`src/rtl/pin_oe_pkg.sv`:
```
`timescale 1ns/1ps
package pin_oe_pkg;

  typedef enum logic [1:0] {
    MODE_POWERUP = 2'b00,
    MODE_ERASED  = 2'b01,
    MODE_PROG    = 2'b10,
    MODE_USER    = 2'b11
  } dev_mode_e;

  localparam logic [2:0] OE_SRC_PTERM = 3'b000;
  localparam logic [2:0] OE_SRC_ONE   = 3'b001;
  localparam logic [2:0] OE_SRC_ZERO  = 3'b010;

  localparam int GOE_MAX = 4;
  localparam int GOE_IDX_W = $clog2(GOE_MAX);

endpackage

```
`src/rtl/pin_oe_sel.sv`:
```
`timescale 1ns/1ps
module pin_oe_sel
  import pin_oe_pkg::*;
#(
  parameter int NUM_GOE = 4
) (
  input  logic [2:0]         src_i,
  input  logic               inv_i,
  input  logic               pterm_i,
  input  logic [NUM_GOE-1:0] goe_i,
  output logic               oe_o
);

  logic [GOE_MAX-1:0] goe_ext;
  logic               raw_oe;

  // Pad the global lines out to the widest variant; missing lines read 0
  generate
    for (genvar g = 0; g < GOE_MAX; g++) begin : g_goe
      if (g < NUM_GOE) begin : g_live
        assign goe_ext[g] = goe_i[g];
      end else begin : g_tied
        assign goe_ext[g] = 1'b0;
      end
    end
  endgenerate

  always_comb begin
    if (src_i[2]) begin
      raw_oe = goe_ext[src_i[GOE_IDX_W-1:0]];
    end else begin
      unique case (src_i[1:0])
        OE_SRC_PTERM[1:0]: raw_oe = pterm_i;
        OE_SRC_ONE[1:0]:   raw_oe = 1'b1;
        default:           raw_oe = 1'b0;
      endcase
    end
  end

  // Local per-pin polarity
  assign oe_o = raw_oe ^ inv_i;

endmodule

```
`src/rtl/pin_drive_ctl.sv`:
```
`timescale 1ns/1ps
module pin_drive_ctl (
  input  logic clk,
  input  logic rst_n,
  input  logic user_i,
  input  logic gnd_i,
  input  logic cell_i,
  input  logic oe_sel_i,
  output logic pad_do_o,
  output logic pad_oe_o
);

  always_comb begin
    if (!user_i) begin
      pad_do_o = 1'b0;
      pad_oe_o = 1'b0;
    end else if (gnd_i) begin
      pad_do_o = 1'b0;
      pad_oe_o = 1'b1;
    end else begin
      pad_do_o = cell_i;
      pad_oe_o = oe_sel_i;
    end
  end

  a_r6_ground_low: assert property (@(posedge clk) disable iff (!rst_n)
    (user_i && gnd_i) |-> (pad_oe_o && !pad_do_o));

  a_r7_idle_release: assert property (@(posedge clk) disable iff (!rst_n)
    !user_i |-> (!pad_oe_o && !pad_do_o));

endmodule

```
`src/rtl/pin_keeper.sv`:
```
`timescale 1ns/1ps
module pin_keeper (
  input  logic clk,
  input  logic rst_n,
  input  logic user_i,
  input  logic drive_i,
  input  logic smp_i,
  input  logic smp_valid_i,
  output logic keep_o
);

  logic keep_q;

  always_ff @(posedge clk or negedge rst_n) begin
    if (!rst_n) begin
      keep_q <= 1'b1;
    end else if (!user_i) begin
      keep_q <= 1'b1;
    end else if (!drive_i && smp_valid_i) begin
      keep_q <= smp_i;
    end
  end

  assign keep_o = keep_q;

  a_r9_capture: assert property (@(posedge clk) disable iff (!rst_n)
    $past(user_i && !drive_i && smp_valid_i) |-> (keep_q == $past(smp_i)));

  a_r10_keeper_hold: assert property (@(posedge clk) disable iff (!rst_n)
    $past(user_i && (drive_i || !smp_valid_i)) |-> $stable(keep_q));

endmodule

```
`src/rtl/pin_oe_keeper.sv`:
```
`timescale 1ns/1ps
module pin_oe_keeper
  import pin_oe_pkg::*;
#(
  parameter int NUM_GOE = 4
) (
  input  logic               clk,
  input  logic               rst_n,
  input  logic               cell_out,
  input  logic               pterm_oe,
  input  logic [NUM_GOE-1:0] goe,
  input  logic [1:0]         dev_mode,
  input  logic [2:0]         cfg_oe_src,
  input  logic               cfg_oe_inv,
  input  logic               cfg_gnd,
  input  logic               pad_in,
  input  logic               pad_in_valid,
  output logic               pad_do,
  output logic               pad_oe,
  output logic               weak_pullup,
  output logic               weak_level
);

  logic user_mode;
  logic oe_sel;
  logic keep_val;

  assign user_mode = (dev_mode == MODE_USER);

  pin_oe_sel #(.NUM_GOE(NUM_GOE)) u_sel (
    .src_i   (cfg_oe_src),
    .inv_i   (cfg_oe_inv),
    .pterm_i (pterm_oe),
    .goe_i   (goe),
    .oe_o    (oe_sel)
  );

  pin_drive_ctl u_drv (
    .clk      (clk),
    .rst_n    (rst_n),
    .user_i   (user_mode),
    .gnd_i    (cfg_gnd),
    .cell_i   (cell_out),
    .oe_sel_i (oe_sel),
    .pad_do_o (pad_do),
    .pad_oe_o (pad_oe)
  );

  pin_keeper u_keep (
    .clk         (clk),
    .rst_n       (rst_n),
    .user_i      (user_mode),
    .drive_i     (pad_oe),
    .smp_i       (pad_in),
    .smp_valid_i (pad_in_valid),
    .keep_o      (keep_val)
  );

  assign weak_pullup = !user_mode;
  assign weak_level  = user_mode ? keep_val : 1'b1;

  a_r2_const_one: assert property (@(posedge clk) disable iff (!rst_n)
    (user_mode && !cfg_gnd && cfg_oe_src == OE_SRC_ONE && !cfg_oe_inv) |-> pad_oe);

  a_r8_pullup_level: assert property (@(posedge clk) disable iff (!rst_n)
    weak_pullup |-> weak_level);

  a_r11_reenter_high: assert property (@(posedge clk) disable iff (!rst_n)
    $rose(dev_mode == MODE_USER) |-> weak_level);

endmodule

```
`config.mk`:
```
export PLATFORM = sky130hd
export DESIGN_NAME = pin_oe_keeper
export DESIGN_NICKNAME = d
export VERILOG_FILES = /design/src/rtl/pin_oe_pkg.sv /design/src/rtl/pin_oe_sel.sv /design/src/rtl/pin_drive_ctl.sv /design/src/rtl/pin_keeper.sv /design/src/rtl/pin_oe_keeper.sv
export SDC_FILE = /design/constraint.sdc
export NUM_CORES = 1
export LEC_CHECK = 0
export ABC_AREA = 1
export BUFFER_PORTS_ARGS = -buffer_cell sky130_fd_sc_hd__buf_2
export CORE_AREA = 2 2 39 41
export DETAILED_ROUTE_END_ITERATION = 10
export DIE_AREA = 0 0 41 43
export GPL_TIMING_DRIVEN = 0
export HOLD_SLACK_MARGIN = 0.1
export SYNTH_ARGS = -nofsm -noshare
export SYNTH_HDL_FRONTEND = slang
export SYNTH_SLANG_ARGS = --single-unit
export TNS_END_PERCENT = 20
```
`constraint.sdc`:
```
create_clock -name clk -period 0.9 [get_ports clk]
set_clock_uncertainty 0.15 [all_clocks]
set_input_delay 0 -clock clk [delete_from_list [all_inputs] [get_ports clk]]
set_output_delay 0 -clock clk [all_outputs]
set_load 0.05 [all_outputs]
```
-- Word level (Yosys, flattened, before mapping)
Index checks and enable logic that the tools add are counted.
- flip-flop bits (word level): 1
- output and inout port bits: 4
- word-level logic and storage cells: 21
- equal/unequal tests: 3
- mux-type cells: 11
- $lt $le $gt $ge: 1
- reductions and logical operators: 4
- bitwise gates (word level): 1
- operator list (operator ; count):
    $mux W1 ; 9
    $lt A2 B3 Y1 const B ; 1
    $bmux W1 S2 ; 1
    $eq A2 B1 Y1 const B ; 1
    $eq A2 B2 Y1 const B ; 1
    $logic_not A1 Y1 ; 2
    $logic_not A2 Y1 ; 1
    $ne A2 B1 Y1 const B ; 1
    $pmux W1 S2 ; 1
    $logic_and A1 B1 Y1 ; 1
    $xor A1 B1 Y1 ; 1

-- Longest topological paths before layout
- depth in word-level cells: 10
- depth in mapped cells: 9
- gate-level depth less buffers: 9

-- Cells and area by module
A second synthesis with hierarchy kept.
- cell total of the unflattened synthesis: 31
- area, all modules: 161.4 um^2
- modules (own cells, without submodules) (module ; area each (um^2) ; cells an instance ; instances):
    pin_oe_sel ; 71.3 ; 16 ; 1
    pin_keeper ; 52.6 ; 6 ; 1
    pin_drive_ctl ; 18.8 ; 5 ; 1
    pin_oe_keeper ; 18.8 ; 4 ; 1

-- Worst setup path after synthesis
OpenSTA, ideal clock, no wires.
- path kind: input-to-output
- from: input port dev_mode[0]
- to: output port pad_do
- required time: 750 ps
- cell stages on the path: 2
- data arrival time: 1096 ps
- path slack: -346 ps
- path buffers: 0
- cells stage by stage: nand2_1 nor2_1
- cells in the longest elaborated chain, start to end: 2
- RTL lines (item ; line ; text):
    start, declared ; pin_oe_keeper.sv:12 ; input logic [1:0] dev_mode,
    $eq A2 B2 Y1 ; pin_oe_keeper.sv:28 ; assign user_mode = (dev_mode == MODE_USER);
    $mux W1 ; pin_drive_ctl.sv:14 ; if (!user_i) begin
    end, declared ; pin_oe_keeper.sv:18 ; output logic pad_do,
Every way passes these cells.

-- Final worst setup path
- from: input port cfg_oe_src[1]
- to: output port pad_oe
- cells in the longest elaborated chain, start to end: 6
- RTL lines (item ; line ; text):
    start, declared ; pin_oe_keeper.sv:13 ; input logic [2:0] cfg_oe_src,
    $eq A2 B1 Y1 (tied with other cells) ; pin_oe_sel.sv:32 ; unique case (src_i[1:0])
    $pmux W1 S2 / $mux W1 (equally long branches) ; pin_oe_sel.sv:32, pin_oe_sel.sv:30 ;
    $mux W1 * ; pin_oe_sel.sv:29 ; if (src_i[2]) begin
    $xor A1 B1 Y1 * ; pin_oe_sel.sv:41 ; assign oe_o = raw_oe ^ inv_i;
    $mux W1 * ; pin_drive_ctl.sv:17 ; end else if (gnd_i) begin
    $mux W1 * ; pin_drive_ctl.sv:14 ;
    end, declared ; pin_oe_keeper.sv:19 ; output logic pad_oe,
Mark *: on every way between the ends. The rest lies on a longest branch, timed or not. The select of a mux whose other input is x is not followed.

==> metrics.yaml <==
start_util_pct: 12.6
via_count: 267
io_buffers: 20
register_area_share_after_synthesis_pct: 15.1
postRouteAntennaNets: 0
timing.setup.tns_ns: -0.183
critPathRequiredTime_ns: 0.75
post_synth_instance_area_sq_um: 174
synth.distinct_cells: 11
maxSlewHeadroom_pct: 83.5
timing.critical_path.arrival_ns: 0.86
post-route-drc-count: 0
initial_antenna_violation_count: 0
met2RoutedLength_microns: 315
powerDensity_nw_per_um2: 558
finalInstanceArea_sq_um: 425
grt_pass1_vias: 203
layout_commonest_cell: "sky130_fd_sc_hd__buf_2"
synth_top_cell_area_share_pct: 19.4
synth_xor_area_share_pct: 0
maxClockFrequency_ghz: 0.992
power.static_leakage_nw: 0.206
post-synth-top-area-cell: "sky130_fd_sc_hd__nand2_1"
first_iter_violations: 0
most-common-layout-cells: "sky130_fd_sc_hd__buf_2 (14), sky130_fd_sc_hd__nand2_2 (7), sky130_fd_sc_hd__nand2_1 (4), sky130_fd_sc_hd__nand3_2 (4), sky130_fd_sc_hd__buf_8 (4)"
post-place-cells: 66
netlist_instances: 30
timing_worst_slew_pin_value_ns: 0.249
global_route_wire_length_before_repair_microns: 800
final-hold-violation-count: 0
total_core_area_sq_um: 1380
p_total_mw: 0.237
die_area_sq_um: 1760
rows: 14
final.fill_count: 161
timing.critical_path.mode_cell: "sky130_fd_sc_hd__nand2_2"
setup-violations-final: 2
yosys.area_share.simple_pct: 66.9
cp.buffers_inverters: 3
path_delay_family: "simple AND/OR/NAND/NOR gates"
track_usage_pct: 6.11
routabilityCongestion: 0.577
synth.avg_cell_area_sq_um: 5.80
critical_path.slowest_cell: "sky130_fd_sc_hd__o21ai_4"
synth_nets: 47
max-vdd-ir-drop_mv: 0.141
crit_path_cell_trace: "buf_8, o21ai_4, nand4_1, nand2_2, nand2_2, nand2_2, clkinvlp_4, buf_8"
syn2layout_area_growth_pct: 145
detailroute.wirelength.met3_microns: 43
synth_top_family_by_area: "simple AND/OR/NAND/NOR gates"
post_synth_mux_area_share_pct: 0
most_area_consuming_cells_after_synthesis: "sky130_fd_sc_hd__nand2_1 (19%), sky130_fd_sc_hd__nand3_2 (17%), sky130_fd_sc_hd__dfstp_2 (15%), sky130_fd_sc_hd__inv_1 (8.6%), sky130_fd_sc_hd__nand2_2 (7.2%)"
period_needed_ns: 1.01
clk_transition_reported_paths_ns: 0
critPathMaxStageDelay_ns: 0.15
viasPerCell: 3.93
yosysWarningCount: 0
floorplan.io_pins: 21
fp.dieW_microns: 41
fin_cells: 68
top_layer_used: "met3"
holdWs_ns: 0.101
reported_max_cap_violation_count: 0
placed_area_sq_um: 325
ys_seq_elements: 1
drtPass1Iterations: 1
timing_max_transition_violations_final: 0
crit_share_post_route_pct: 112
grt_start_max_net_pins: 5
worstSetupPathType: "in2out"
timing.critical_path.fanout_max: 3
hold_path.class: "in2reg"
worst_skew_pair_later_pin_latency_ns: 0
outcome: "finished, violations left"
largest_register_ff_count: 1
wl_per_cell_microns: 7.84
unrepaired_setup_endpoints_after_global_routing: "true"
diodes: 0
wl_met1_microns: 174
synth-compound-area-share_pct: 5.04
crit_path_start_kind: "input port"
finalWirelength_microns: 533
failed_checks: "setup timing"
globalRouteOverflowTotal: 0
finish.net_count: 71
die_y_microns: 43
setup_ws_ns: -0.108
drive_above_1_share_pct: 80.8
timing.critical_path.to_type: "primary output"
synth_adder_area_share_pct: 0
[routing by layer]
metal | up-vias | track usage (%)
met5 | - | 0
met4 | 0 | 0
met3 | 0 | 0
met2 | 12 | 13.1
met1 | 117 | 6.07
li1 | 138 | -
[per-stage QoR]
stage,util (%),worst slack [ns]
2_1_floorplan,-,0.0100
5_1_grt,30.7,-0.176
3_3_place_gp,23.5,-0.202
3_5_place_dp,23.5,-0.221
6_report,30.7,-0.108
4_1_cts,29.7,-0.120
[Yosys cell counts (all sizes together)]
master / number
o21ai: 1
inv: 6
nor2: 3
dfstp: 1
nand2: 11
or2: 1
nand4: 2
nand3: 5
[worst register-to-register path, stage by stage (launching register included)]
cell and delay (ns):
sky130_fd_sc_hd__dfstp_2 0.50, sky130_fd_sc_hd__nand2_1 0.05, sky130_fd_sc_hd__nand3_1 0.07
[cell families after synthesis]
group | after synthesis
buf+inv | 6
flops | 1
compound gates | 1
simple gates | 22
[power by group]
part	total (mW)	leakage (nW)	internal (mW)	switching (mW)
combinational	0.189	0.195	0.0905	0.0984
clock	0	0	0	0
sequential	0.0482	0.0105	0.0477	0.000505
[cell type report]
cell class,instances,area [sq um],area share [%]
Inverter,6,33.8,7.94
Multi-Input combinational cell,23,175,41.2
Sequential cell,1,26.3,6.18
Tap cell,16,20.0,4.71
Timing Repair Buffer,22,170,40.0
[worst paths after layout]
check	cells past startpoint	slack, ns	end	start
setup / recovery	8	-0.11	pad_oe	cfg_oe_src[1]
hold / removal	3	0.10	u_keep.keep_o	pad_in
setup reg to reg	2	0.06	u_keep.keep_o	u_keep.keep_o
hold reg to reg	2	0.34	u_keep.keep_o	u_keep.keep_o
max in group asynchronous	2	0.24	u_keep.keep_o	rst_n
min in group asynchronous	2	0.34	u_keep.keep_o	rst_n
[timing repair]
action,in CTS,in global routing
pin swaps,9,4
buffers inserted,1,0
hold endpoints to repair,1,0
gates resized for setup,18,5
setup endpoints to repair,3,3
hold buffers,1,0
(Power assumes the default switching activity.)
